==> config.mk <==
export PLATFORM = sky130hd
export DESIGN_NAME = lpidle_ctrl
export DESIGN_NICKNAME = d
export VERILOG_FILES = /design/src/rtl/lpi_pkg.sv /design/src/rtl/lpi_rst_sync.sv /design/src/rtl/lpi_wake_arb.sv /design/src/rtl/lpi_cfg_regs.sv /design/src/rtl/lpi_state_fsm.sv /design/src/rtl/lpidle_ctrl.sv
export SDC_FILE = /design/constraint.sdc
export NUM_CORES = 1
export LEC_CHECK = 0
export ABC_AREA = 1
export BUFFER_PORTS_ARGS = -buffer_cell sky130_fd_sc_hd__buf_4
export CAP_MARGIN = 10
export CORE_MARGIN = 5
export CORE_UTILIZATION = 50
export CTS_BUF_LIST = sky130_fd_sc_hd__clkbuf_2
export DETAILED_ROUTE_END_ITERATION = 10
export GPL_TIMING_DRIVEN = 1
export PLACE_DENSITY = 0.86
export SLEW_MARGIN = 20
export SYNTH_ARGS = -nofsm -noshare
export SYNTH_HDL_FRONTEND = slang
export SYNTH_HIERARCHICAL = 1
export SYNTH_SLANG_ARGS = --single-unit
==> constraint.sdc <==
create_clock -name clk -period 2.65 [get_ports clk]
set_input_delay 0.1325 -clock clk [delete_from_list [all_inputs] [get_ports clk]]
set_output_delay 0.1325 -clock clk [all_outputs]
set_load 0.005 [all_outputs]
==> src/rtl/lpi_pkg.sv <==
package lpi_pkg;
  typedef enum logic [1:0] {
    ST_RUN    = 2'b00,
    ST_LPRUN  = 2'b01,
    ST_IDLE   = 2'b10,
    ST_LPIDLE = 2'b11
  } lpi_state_e;

  localparam logic [1:0] SEL_PWR = 2'd0;
  localparam logic [1:0] SEL_CLK = 2'd1;
  localparam logic [1:0] SEL_WDT = 2'd2;
endpackage

==> src/rtl/lpi_rst_sync.sv <==
module lpi_rst_sync #(
  parameter int STAGES = 2
) (
  input  logic clk,
  input  logic rst_n,
  output logic rst_sync_n
);
  logic [STAGES-1:0] chain_q;

  always_ff @(posedge clk or negedge rst_n) begin
    if (!rst_n) chain_q <= '0;
    else        chain_q <= {chain_q[STAGES-2:0], 1'b1};
  end

  assign rst_sync_n = chain_q[STAGES-1];
endmodule

==> src/rtl/lpi_wake_arb.sv <==
module lpi_wake_arb
  import lpi_pkg::*;
#(
  parameter int N_IRQ = 4
) (
  input  lpi_state_e       state,
  input  logic             wr_en,
  input  logic [1:0]       wr_sel,
  input  logic             wr_bit0,
  input  logic [N_IRQ-1:0] irq_req,
  input  logic             int_rst_req,
  input  logic             ext_rst_req,
  input  logic             wdt_rst,
  input  logic             wdt_armed,
  output logic             rst_evt,
  output logic             irq_wake,
  output logic             clk_wr,
  output logic             wdt_wr,
  output logic             enter_idle
);
  logic sleeping;
  logic wr_ok;

  always_comb begin
    sleeping   = (state == ST_IDLE) || (state == ST_LPIDLE);
    rst_evt    = int_rst_req || ext_rst_req || (wdt_rst && wdt_armed);
    irq_wake   = sleeping && (|irq_req) && !rst_evt;
    wr_ok      = wr_en && !sleeping && !rst_evt;
    enter_idle = wr_ok && (wr_sel == SEL_PWR) && wr_bit0;
    clk_wr     = wr_ok && (wr_sel == SEL_CLK);
    wdt_wr     = wr_ok && (wr_sel == SEL_WDT);
  end
endmodule

==> src/rtl/lpi_cfg_regs.sv <==
module lpi_cfg_regs #(
  parameter int DATA_W = 8,
  parameter int ADDR_W = 16
) (
  input  logic              clk,
  input  logic              rst_n,
  input  logic              rst_evt,
  input  logic              irq_wake,
  input  logic              clk_wr,
  input  logic              wdt_wr,
  input  logic              enter_idle,
  input  logic [DATA_W-1:0] wr_data,
  input  logic [ADDR_W-1:0] pc_next,
  output logic [DATA_W-1:0] clk_mode_q,
  output logic              idle_q,
  output logic              wdt_armed_q,
  output logic [ADDR_W-1:0] resume_q,
  output logic              restart_q,
  output logic              wake_q
);
  logic [DATA_W-1:0] clk_mode_d;
  logic              clk_mode_en;
  logic              idle_d;
  logic              idle_en;
  logic              wdt_armed_d;
  logic              wdt_en;

  always_comb begin
    clk_mode_en = rst_evt || clk_wr;
    clk_mode_d  = rst_evt ? '0 : wr_data;
    idle_en     = rst_evt || irq_wake || enter_idle;
    idle_d      = !(rst_evt || irq_wake);
    wdt_en      = rst_evt || (wdt_wr && !wr_data[0]);
    wdt_armed_d = rst_evt;
  end

  always_ff @(posedge clk or negedge rst_n) begin
    if (!rst_n) begin
      clk_mode_q  <= '0;
      idle_q      <= 1'b0;
      wdt_armed_q <= 1'b1;
      resume_q    <= '0;
      restart_q   <= 1'b0;
      wake_q      <= 1'b0;
    end else begin
      if (clk_mode_en) clk_mode_q  <= clk_mode_d;
      if (idle_en)     idle_q      <= idle_d;
      if (wdt_en)      wdt_armed_q <= wdt_armed_d;
      if (enter_idle)  resume_q    <= pc_next;
      restart_q <= rst_evt;
      wake_q    <= irq_wake;
    end
  end
endmodule

==> src/rtl/lpi_state_fsm.sv <==
module lpi_state_fsm
  import lpi_pkg::*;
(
  input  logic       clk,
  input  logic       rst_n,
  input  logic       rst_evt,
  input  logic       irq_wake,
  input  logic       enter_idle,
  input  logic       clk_wr,
  input  logic       clk_mode_nz,
  input  logic       wr_data_nz,
  output lpi_state_e state_q
);
  lpi_state_e state_d;

  always_comb begin
    state_d = state_q;
    if (rst_evt) begin
      state_d = ST_RUN;
    end else if (irq_wake) begin
      state_d = (state_q == ST_LPIDLE) ? ST_LPRUN : ST_RUN;
    end else if (enter_idle) begin
      state_d = clk_mode_nz ? ST_LPIDLE : ST_IDLE;
    end else if (clk_wr) begin
      state_d = wr_data_nz ? ST_LPRUN : ST_RUN;
    end
  end

  always_ff @(posedge clk or negedge rst_n) begin
    if (!rst_n) state_q <= ST_RUN;
    else        state_q <= state_d;
  end
endmodule

==> src/rtl/lpidle_ctrl.sv <==
module lpidle_ctrl
  import lpi_pkg::*;
#(
  parameter int DATA_W    = 8,
  parameter int ADDR_W    = 16,
  parameter int N_IRQ     = 4,
  parameter int SYNC_STG  = 2,
  parameter logic [15:0] RESET_VEC = 16'h0000
) (
  input  logic              clk,
  input  logic              rst_n,
  input  logic              wr_en,
  input  logic [1:0]        wr_sel,
  input  logic [DATA_W-1:0] wr_data,
  input  logic [ADDR_W-1:0] pc_next,
  input  logic [N_IRQ-1:0]  irq_req,
  input  logic              int_rst_req,
  input  logic              ext_rst_req,
  input  logic              wdt_rst,
  output logic              cpu_halt,
  output logic              lp_clk,
  output logic [1:0]        mode_state,
  output logic              idle_sel,
  output logic [DATA_W-1:0] clk_mode,
  output logic              wdt_armed,
  output logic              wake_pulse,
  output logic [ADDR_W-1:0] resume_addr,
  output logic              restart_req,
  output logic [ADDR_W-1:0] restart_addr
);
  logic       rst_core_n;
  lpi_state_e state_q;
  logic       rst_evt, irq_wake, clk_wr, wdt_wr, enter_idle;

  lpi_rst_sync #(.STAGES(SYNC_STG)) u_sync (
    .clk(clk), .rst_n(rst_n), .rst_sync_n(rst_core_n)
  );

  lpi_wake_arb #(.N_IRQ(N_IRQ)) u_arb (
    .state(state_q), .wr_en(wr_en), .wr_sel(wr_sel), .wr_bit0(wr_data[0]),
    .irq_req(irq_req), .int_rst_req(int_rst_req), .ext_rst_req(ext_rst_req),
    .wdt_rst(wdt_rst), .wdt_armed(wdt_armed), .rst_evt(rst_evt),
    .irq_wake(irq_wake), .clk_wr(clk_wr), .wdt_wr(wdt_wr),
    .enter_idle(enter_idle)
  );

  lpi_cfg_regs #(.DATA_W(DATA_W), .ADDR_W(ADDR_W)) u_regs (
    .clk(clk), .rst_n(rst_core_n), .rst_evt(rst_evt), .irq_wake(irq_wake),
    .clk_wr(clk_wr), .wdt_wr(wdt_wr), .enter_idle(enter_idle),
    .wr_data(wr_data), .pc_next(pc_next), .clk_mode_q(clk_mode),
    .idle_q(idle_sel), .wdt_armed_q(wdt_armed), .resume_q(resume_addr),
    .restart_q(restart_req), .wake_q(wake_pulse)
  );

  lpi_state_fsm u_fsm (
    .clk(clk), .rst_n(rst_core_n), .rst_evt(rst_evt), .irq_wake(irq_wake),
    .enter_idle(enter_idle), .clk_wr(clk_wr), .clk_mode_nz(|clk_mode),
    .wr_data_nz(|wr_data), .state_q(state_q)
  );

  assign mode_state   = state_q;
  assign cpu_halt     = (state_q == ST_IDLE) || (state_q == ST_LPIDLE);
  assign lp_clk       = (state_q == ST_LPRUN) || (state_q == ST_LPIDLE);
  assign restart_addr = ADDR_W'(RESET_VEC);
endmodule

==> results.md, run 1 <==
- Largest cells by area after synthesis: dfrtp_1, nand2_1, inv_1, buf_4, o21ai_0
- Clock Skew: 18.6 ps
- Post-synth top cells: nand2_1, inv_1, dfrtp_1, buf_4, o21ai_0
- Final hold violation count: 0
- Synthesized netlist cell count: between 200 and 250
- Hold-fix buffers at CTS: 19
- Hold_sp: wr_data[7]
- IO buf count: 67
- DIE HEIGHT: ~66 um
- Area leader, netlist: dfrtp_1
- Delay-heaviest family, CP: simple AND/OR/NAND/NOR gates
- PnR worst setup slack: 900 ps
- Final setup fails: 0
- Synth Cell Area: 1580 um^2
- Worst EP required: around 3000 ps
- # diodes: 0
- Yosys reg bits: 32
- Critical path class: reg -> reg
- Critical-path cell list: nor2_1 > nand3_2 > nor2_1 > nor2_1 > a21oi_1 > nand2_1 > nand2_1
- Cell count of the worst reg-to-reg path: 7
- Post-DP HPWL: 2730 um
- Worst-Margin Slew: 719 ps
- Count leader, synth: nand2_1
- Final setup TNS: 0 ps
- Final routed DRC violation total: 0
- Vias in the first global route: ~1400
- Total core area: just over 3000 um^2
- Initial antenna violation count: 0
- Initial Util: between 50% and 60%
- Synth unique cells: 19
- Post-synthesis mux area share: 0%
- Max clock buf depth: 2
- Clock Sinks: 32
- Crit-path most repeated cell: nor2_1
- P_int: around 0.00084 W
- IO Pins: 84
- Routed WL: 3860 um
- Crit Path Max Fanout: 10
- Compound-gate portion of the synthesized area: just under 6%
- Max-slew headroom: between 50% and 60%
- Buf+Inv Stages, Crit Path: 0
- Sequential area share after synthesis: between 50% and 60%
- CTS Root Cell: clkbuf_2
- Number of warning messages in the yosys log: 6
- CP arrival: between 2000 and 2500 ps
- Reg clk slew, reported paths: approximately 150 ps
- Via-per-instance ratio: roughly 4.4
- CP Capture Type: flip-flop
- Syn Area/Cell: ~7.8 um^2
- Switching part of the total power: roughly a quarter
- Status: complete, no violations
- RSZ-0062 raised after global routing: false
- Main combinational cell family by area after synthesis: simple AND/OR/NAND/NOR gates
- Dominant synthesized flop cell: dfrtp_1
- Peak supply drop: approximately 0.38 mV
- H-Tree Depth: 2
- Fmax: between 500 and 600 MHz
- PwrDens: ~480 nW/um^2
- Wire per inst: ~11 um
- Global-route wire length before repair: about 6000 um
- Post-synthesis xor/xnor area fraction: 0%
- Comb pwr share: around a fifth
- Crit. Startpoint: u_fsm/state_q[1]
- Sequential share of power: 50.7%
- Clock Latency Late Sink: ~360 ps
- Leak: around 1.3 nW
- Async SR Flop Fraction: between 90% and 100%
- Flop2flop setup slack: 900 ps
- Post-synth EDFFs: 0
- Total track usage: a little under a fifth
- DRT Pass-1 Iters: 7
- Die X: 66.3 um
- Die area: 4390 um^2
- Largest net degree at the start of global routing: 37
- Fin nets: approximately 330
- Share of cells above drive strength 1: approximately 29%
- Critical-path top delay cell: nor2_1
- Number of setup buffers added after CTS: 0
- Max Cap Viol: 0
- Via count: roughly 1500
- Grt ovf: 0
- # rows: 20
- Clock power frac: slightly below 30%
- Minimum clock period: about 1700 ps
- Iteration-0 DRC Markers: 90
- Post_cts resized: 0
- Place WS: slightly above 900 ps
- CTS tree: done
- Share of the synthesized area in the top cell type: 49.0%
- Switching power total: 0.000287 W
- Hold WC Path Type: in -> reg
- Synth Area in Simple Gates: 23.6%
- Area growth syn-to-layout: 47.0%
- Hold depth: 3
- Final period util: between 60% and 70%
- CTS Buf Count: 5
- Worst path depth: 7
- Synth Area in Adders: 0%
- Final Wtd Congestion: around 0.79
- Routed Antenna Nets: 0
- Crit path largest cell delay: approximately 570 ps
- Reg2reg start: u_fsm/state_q[1]
- Slew Viols, Final: 0
- Kind of start point of the critical path: flip-flop
-- through the flow --
stage / util, % / cells / instance area, um^2 / hold slack [ps] / power (W)
6_report: 76.2 / 337 / 2330 / 18.0 / 0.00112
4_1_cts: 75.9 / 336 / 2320 / 0.0228 / 0.00113
3_5_place_dp: 67.5 / 309 / 2060 / -79.8 / 0.000779
2_1_floorplan: - / 218 / 1640 / -163 / 0.000655
5_1_grt: 76.2 / 337 / 2330 / -0.619 / 0.00119
3_3_place_gp: 67.5 / 309 / 2060 / -84.7 / 0.000770
-- path summary, 6_finish.rpt --
check,to
max in group asynchronous,u_regs/wdt_armed_q
worst min-delay path,u_regs/clk_mode_q[7]
worst max register to register,u_fsm/state_q[0]
min in group asynchronous,u_sync/chain_q[1]
worst min register to register,u_regs/resume_q[0]
worst max-delay path,u_fsm/state_q[0]
-- placed cells by master (no fill, tap or decap) --
master         synthesis  layout
a21oi_1                1       1
and2_1                 1       1
buf_4                 18      69
bufinv_16              0       1
clkbuf_2               1       6
clkinv_2               0       1
conb_1                 2      17
dfrtp_1               31      31
dfstp_2                1       1
dlygate4sd3_1          0      20
inv_1                 39      39
inv_2                  2       2
nand2_1               54      54
nand3_1               14      14
nand3_2                1       1
nor2_1                15      14
nor2_2                 0       1
nor2_4                 2       2
o21ai_0               16      16
o31ai_1                1       1
or2_1                  1       1
-- sequential cells by signal, indices dropped and copies added, names as in the netlist --
register / count
u_fsm/state_q: 2
u_regs/clk_mode_q: 8
u_regs/idle_q: 1
u_regs/restart_q: 1
u_regs/resume_q: 16
u_regs/wake_q: 1
u_regs/wdt_armed_q: 1
u_sync/chain_q: 2
-- cell families (layout without fill, tap and decap cells) --
group | count (synthesis) | count (layout)
flops | 32 | 32
simple gates | 88 | 88
other cells | 2 | 17
compound gates | 18 | 18
buf+inv | 63 | 138
-- power by group through the flow --
stage | combinational (W) | clock, W | sequential, W
after floorplan | 0.0000702 | 0 | 0.000585
after global placement | 0.000194 | 0 | 0.000577
after detailed placement | 0.000200 | 0 | 0.000579
after CTS | 0.000224 | 0.000332 | 0.000569
after global routing | 0.000255 | 0.000355 | 0.000577
final | 0.000228 | 0.000326 | 0.000569
-- worst register-to-register path, cell delays in order (launching register included) --
cell,delay (ps)
dfrtp_1,460
nor2_1,150
nand3_2,100
nor2_1,570
nor2_1,150
a21oi_1,160
nand2_1,70
nand2_1,50
-- metal layers --
layer | GRT usage, % | routed length (um) | vias to the layer above
met2 | 31.1 | 1830 | 78
met5 | 0 | 0 | -
met3 | 6.29 | 387 | 6
met4 | 6.35 | 51 | 0
met1 | 21.4 | 1590 | 652
li1 | - | - | 744
-- area by class of cell --
class / count / area (um^2)
Clock inverter: 2 / 35.0
Timing Repair Buffer: 89 / 718
Inverter: 41 / 154
Clock buffer: 6 / 30.0
Tap cell: 44 / 55.1
Fill cell: 229 / 726
Multi-Input combinational cell: 123 / 533
Sequential cell: 32 / 802
Power figures use the tool's default switching activity.
==> run 2: changes to the inputs <==
- ABC_AREA: 1 -> 0
- CORE_UTILIZATION: 50 -> 45
- PLACE_DENSITY: 0.86 -> 0.79
- clock period: 2.65 -> 1.7 ns (I/O delays scaled with it)
==> run 2 against run 1 <==
The run now ends with negative setup slack left; critical path depth is the same; flip-flop and latch count stayed put; cell count shrank 19%; count of clock-buffer cells in the layout is 1 lower; power up 36%; clock skew shrank 0.70 ps; design area is 5.2% higher; register-to-register slack worse by 980 ps; utilization decreased by 1.7 points; first-iteration DRC count shrank 50%; non-clock buffer count up 21; critical path type unchanged; largest power group unchanged.
==> results.md, run 2 <==
- Status: finished with violations
- Failing checks: negative setup slack
- Largest Register: u_regs/resume_q
- Crit. Startpoint: u_regs/wdt_armed_q
- Total track usage: between 10% and 20%
- Count leader, synth: dfrtp_1
- Clock Latency Late Sink: between 300 and 400 ps
- Global-route wire length before repair: just over 6000 um
- Via count: around 1300
- Total power draw: approximately 0.0015 W
- Clock Sinks: 32
- Max clock buf depth: 2
- Async SR Flop Fraction: 100%
- Kind of start point of the critical path: flip-flop
- Worst EP required: around 2000 ps
- Post-synth EDFFs: 0
- Routed Antenna Nets: 0
- Critical path class: reg -> reg
- # diodes: 0
- Synth unique cells: 25
- Final core utilization: about three quarters
- Yosys reg bits: 32
- Leak: between 1 and 1.5 nW
- Clock power frac: 22.0%
- Reg2reg end: u_regs/clk_mode_q[5]
- Wire per inst: between 15 and 20 um
- CTS tree: done
- IO buf count: 67
- Final routed DRC violation total: 0
- Reg clk slew, reported paths: 160 ps
- IO Pins: 84
- DRT Pass-1 Iters: 4
- Reg2reg start: u_regs/wdt_armed_q
- Hold_sp: wr_sel[0]
- Largest net degree at the start of global routing: 22
- Share of the synthesized area in the top cell type: roughly half
- Initial Util: 45.8%
- Area leader, netlist: dfrtp_1
- Slew Viols, Final: 0
- Final hold violation count: 0
- Largest cells by area after synthesis: dfrtp_1, mux2_4, buf_4, mux2i_1, mux2_2
- Minimum clock period: around 1800 ps
- Switching power total: just under 0.0004 W
- Grt ovf: 0
- Sequential area share after synthesis: between 50% and 60%
- Flop2flop setup slack: -80 ps
- Max reg flops: 16
- Most common cell after layout, fill and taps aside: buf_4
- CP Capture Type: flip-flop
- Most frequent cells in the layout: buf_4, dfrtp_1, dlygate4sd3_1, conb_1, mux2_4
- RSZ-0062 raised after global routing: true
- Final setup fails: 25
- Synthesized netlist cell count: around 120
- Fin nets: 262
- CTS Buf Count: 5
- H-Tree Depth: 2
- Vias in the first global route: between 1000 and 1500
- CP arrival: roughly 2000 ps
- PwrDens: ~630 nW/um^2
- P_int: between 0.001 and 0.0015 W
- Final Wtd Congestion: between 0.7 and 0.8
- Peak supply drop: about 0.48 mV
- DIE HEIGHT: between 60 and 70 um
- Largest regs: u_regs/resume_q (16), u_regs/clk_mode_q (8)
- Syn Area/Cell: 13.0 um^2
- Max Cap Viol: 0
- Hold depth: 4
- Dominant synthesized flop cell: dfrtp_1
- # rows: 21
- Place WS: -92.3 ps
- Post-DP HPWL: about 2900 um
- Hold WC Path Type: in -> reg
- Fillers: approximately 230
- Post-synth top cells: dfrtp_1, buf_4, nor2_1, mux2_4, mux2i_1
- Final period util: 105%
- Initial antenna violation count: 0
- Area growth syn-to-layout: 62.9%
- Worst Hold Path EP: u_regs/wdt_armed_q
- Synth Cell Area: ~1500 um^2
- Cell count of the worst reg-to-reg path: 7
- CTS Root Cell: clkbuf_2
- Comb pwr share: about 22%
- Total core area: 3280 um^2
- Crit Path Max Fanout: 5
- Number of warning messages in the yosys log: 6
- Fmax: about 560 MHz
- Share of cells above drive strength 1: between 50% and 60%
- Clock Skew: approximately 18 ps
- PnR worst setup slack: -84.5 ps
- Sequential share of power: a little under three fifths
- Die X: a little under 70 um
- Iteration-0 DRC Markers: between 40 and 50
- Routed WL: between 4000 and 5000 um
- Die area: 4590 um^2
- Via-per-instance ratio: approximately 4.6
- Switching part of the total power: roughly a quarter
==> run 2: worst max path at each step <==
stage                      endpoint  cells past startpoint
3_5_place_dp     u_regs/resume_q[1]                      4
4_1_cts          u_regs/resume_q[3]                      4
3_3_place_gp    u_regs/resume_q[15]                      4
5_1_grt            u_fsm/state_q[0]                      6
6_report       u_regs/clk_mode_q[5]                      7
2_1_floorplan   u_regs/resume_q[10]                      5
==> run 2: logic make-up after synthesis <==
group / count (synthesis) / share of synthesized area (%)
other: 2 / 0.500
AND/OR/NAND/NOR: 27 / 10.6
AO/OA/AOI/OAI: 7 / 4.33
flip-flops: 32 / 53.4
buffers and inverters: 24 / 11.7
multiplexers: 24 / 19.6
==> run 2: routing by layer <==
metal | vias to the layer above | routed length (um) | GRT usage (%)
met3 | 6 | 277 | 6.32
met4 | 0 | 53 | 5.46
met5 | - | 0 | 0
met1 | 612 | 1470 | 19.4
met2 | 61 | 2320 | 33.4
li1 | 586 | - | -
==> run 2: power by group through the flow <==
stage,registers [W],logic [W],clock network (W)
after global placement,0.000862,0.000270,0
after global routing,0.000861,0.000370,0.000405
final,0.000852,0.000343,0.000337
after detailed placement,0.000866,0.000275,0
after CTS,0.000852,0.000326,0.000360
after floorplan,0.000872,0.000116,0
==> run 2: layout make-up <==
class,count,area [um^2],share of cell area (%)
repair buffers,110,918,37.5
flip-flops and latches,32,802,32.8
multi-input cells,75,624,25.5
well taps,46,57.6,2.35
clock buffers,5,25.0,1.02
clock inverters,3,13.8,0.562
inverters,2,7.51,0.307
==> run 2: through the flow <==
step	TNS, ps	instances	area, um^2	hold WS, ps
finish	-1250	273	2450	69.2
detailed placement	-788	233	2060	-128
floorplan	-986	131	1570	-211
global route	-2520	273	2450	19.4
CTS	-577	268	2370	36.2
global placement	-121	233	2060	-131
==> run 2: timing repair <==
action                                 4_1_cts  5_1_grt
hold buffers                                26        0
pin swaps                                    1        2
setup endpoints to repair                   14       19
cloned                                       0        1
setup buffers                                1        4
gates resized for setup                      2       13
endpoints found under the hold margin       26        0
==> run 2: critical path: stages, from the launching register on <==
cell	delay (ps)
dfstp_2	410
a211o_4	350
buf_4	150
nor4_2	200
buf_4	180
buf_6	130
mux2i_2	220
nor2_1	60
==> run 3: changes to the inputs <==
- CORE_ASPECT_RATIO: not set -> 1.75
- clock period: 1.7 -> 1.8 ns (I/O delays scaled with it)
==> run 3 against run 2 <==
The flow now finishes without violations; worst setup slack better by 120 ps; sequential share of layout area is 0.75 points higher; critical path depth is 1 lower; combinational power is 6.1% lower; clock power is 36% higher; die area is 0.99% higher; critical path type unchanged; highest routed layer unchanged.
==> results.md, run 3 (synthesis gave the netlist of run 2 again) <==
- Status: complete, no violations
- Buf+Inv Stages, Crit Path: 1
- Clock Sinks: 32
- Final Wtd Congestion: approximately 0.71
- IO buf count: 67
- Grt ovf: 0
- PwrDens: 661 nW/um^2
- Crit. Startpoint: u_regs/wdt_armed_q
- Share of cells above drive strength 1: ~48%
- Via-per-instance ratio: between 4 and 5
- Initial antenna violation count: 0
- Crit Path Max Fanout: 7
- Critical path class: reg -> reg
- Hold WC Path Type: in -> reg
- Most frequent cells in the layout: buf_4, dfrtp_1, dlygate4sd3_1, conb_1, mux2_4
- CTS Root Cell: clkbuf_2
- Kind of start point of the critical path: flip-flop
- Switching power total: between 0.0003 and 0.0004 W
- Peak supply drop: 0.739 mV
- Area growth syn-to-layout: 59.3%
- CTS Buf Count: 5
- Flop2flop setup slack: ~35 ps
- Comb pwr share: roughly a fifth
- Worst EP required: 2060 ps
- P_int: 0.00121 W
- Crit path largest cell delay: a little over 400 ps
- Max reg flops: 16
- Reg clk slew, reported paths: approximately 160 ps
- Largest net degree at the start of global routing: 16
- Routed Antenna Nets: 0
- Total track usage: between 10% and 20%
- Die X: around 54 um
- DRT Pass-1 Iters: 4
- CP arrival: a little over 2000 ps
- Slew Viols, Final: 0
- Hold depth: 4
- Area of the multi-input gates: ~620 um^2
- Total core area: between 3000 and 4000 um^2
- Final hold violation count: 0
- Die area: roughly 4600 um^2
- Post-DP HPWL: about 2800 um
- Reg2reg end: u_fsm/state_q[0]
- Via count: around 1200
- Global-route wire length before repair: ~6100 um
- Leak: about 1.2 nW
- H-Tree Depth: 2
- Fin nets: between 200 and 300
- Hold_ws: slightly above 70 ps
- Critical-path cell list: a211o_4 > nor4_4 > buf_4 > and3b_1 > a21oi_2 > o32ai_2
- Worst path depth: 6
- Clock Latency Late Sink: 360 ps
- Fillers: 223
- Reg2reg start: u_regs/wdt_armed_q
- Delay-heaviest family, CP: compound AO/OA/AOI/OAI gates
- Fmax: 567 MHz
- Clock Skew: between 10 and 15 ps
- Critical-path top delay cell: dfstp_2
- # diodes: 0
- Final period util: 98.0%
- Minimum clock period: 1760 ps
- Most common cell after layout, fill and taps aside: buf_4
- Iteration-0 DRC Markers: 13
- Cell count of the worst reg-to-reg path: 6
- RSZ-0062 raised after global routing: true
- Crit path to: u_fsm/state_q[0]
- Routed WL: just under 4000 um
- Sequential share of power: between 50% and 60%
- Wire per inst: approximately 15 um
- IO Pins: 84
- CTS tree: done
- Final core utilization: 75.4%
- FF/Latch Area: around 800 um^2
- Max clock buf depth: 2
- Vias in the first global route: 1309
- Clock power frac: ~29%
- Largest Register: u_regs/resume_q
- Final routed DRC violation total: 0
- DIE HEIGHT: 86.4 um
- Final setup fails: 0
- Initial Util: 47.3%
- # rows: 27
- CP Capture Type: flip-flop
- Switching part of the total power: between 20% and 30%
- Largest regs: u_regs/resume_q (16), u_regs/clk_mode_q (8)
- Max Cap Viol: 0
[run 3: cell types whose count changed in the layout (fill, tap and decap cells not counted), sizes merged]
| cell | before | now |
|---|---|---|
| buf | 84 | 78 |
| bufinv | 0 | 1 |
| clkinv | 3 | 2 |
[run 3: what timing repair did]
| item | CTS | global route |
|---|---|---|
| hold buffers | 26 | 0 |
| gates resized for setup | 1 | 6 |
| setup buffers | 0 | 2 |
| hold endpoints to repair | 26 | 0 |
| setup endpoints to repair | 1 | 13 |
| pin swaps | 0 | 2 |
[run 3: worst min-delay path by stage]
stage                startpoint            endpoint  slack [ps]
detailed placement        rst_n   u_sync/chain_q[0]        -130
global placement          rst_n   u_sync/chain_q[0]        -120
global route          wr_sel[0]  u_regs/wdt_armed_q          50
finish                wr_sel[0]  u_regs/wdt_armed_q          70
floorplan                 rst_n   u_sync/chain_q[0]        -210
CTS                 ext_rst_req    u_fsm/state_q[1]           5
[run 3: worst min-delay path: stages]
cell and delay [ps]:
buf_4 100, nor4b_2 40, nand2b_1 60, a21o_1 110
[run 3: routing by layer]
metal	vias up	track usage, %	wire, um
li1	567	-	-
met1	575	17.2	1280
met2	51	34.1	2310
met3	9	5.16	264
met4	0	6.05	93
met5	-	0	0
[run 3: power by group through the flow]
stage | registers, W | logic [W] | clock network [W]
floorplan | 0.000824 | 0.000110 | 0
global placement | 0.000810 | 0.000256 | 0
detailed placement | 0.000813 | 0.000261 | 0
CTS | 0.000801 | 0.000307 | 0.000474
global route | 0.000809 | 0.000347 | 0.000519
finish | 0.000802 | 0.000322 | 0.000459
[run 3: per-stage QoR]
step	TNS (ps)	setup slack, ps	power, W	instances	instance area, um^2
final	0	35.3	0.00158	264	2390
after floorplan	-57.7	-6.41	0.000933	131	1570
after global placement	0	45.6	0.00107	228	2020
after CTS	0	23.5	0.00158	262	2350
after global routing	-65.1	-39.1	0.00168	264	2390
after detailed placement	0	2.38	0.00107	228	2020
[run 3: layout make-up]
cell class / instances / area share, %
timing repair buffer: 104 / 35.5
sequential: 32 / 33.5
multi-input combinational: 75 / 25.8
tap: 43 / 2.25
clock inverter: 3 / 1.57
clock buffer: 5 / 1.05
inverter: 2 / 0.314
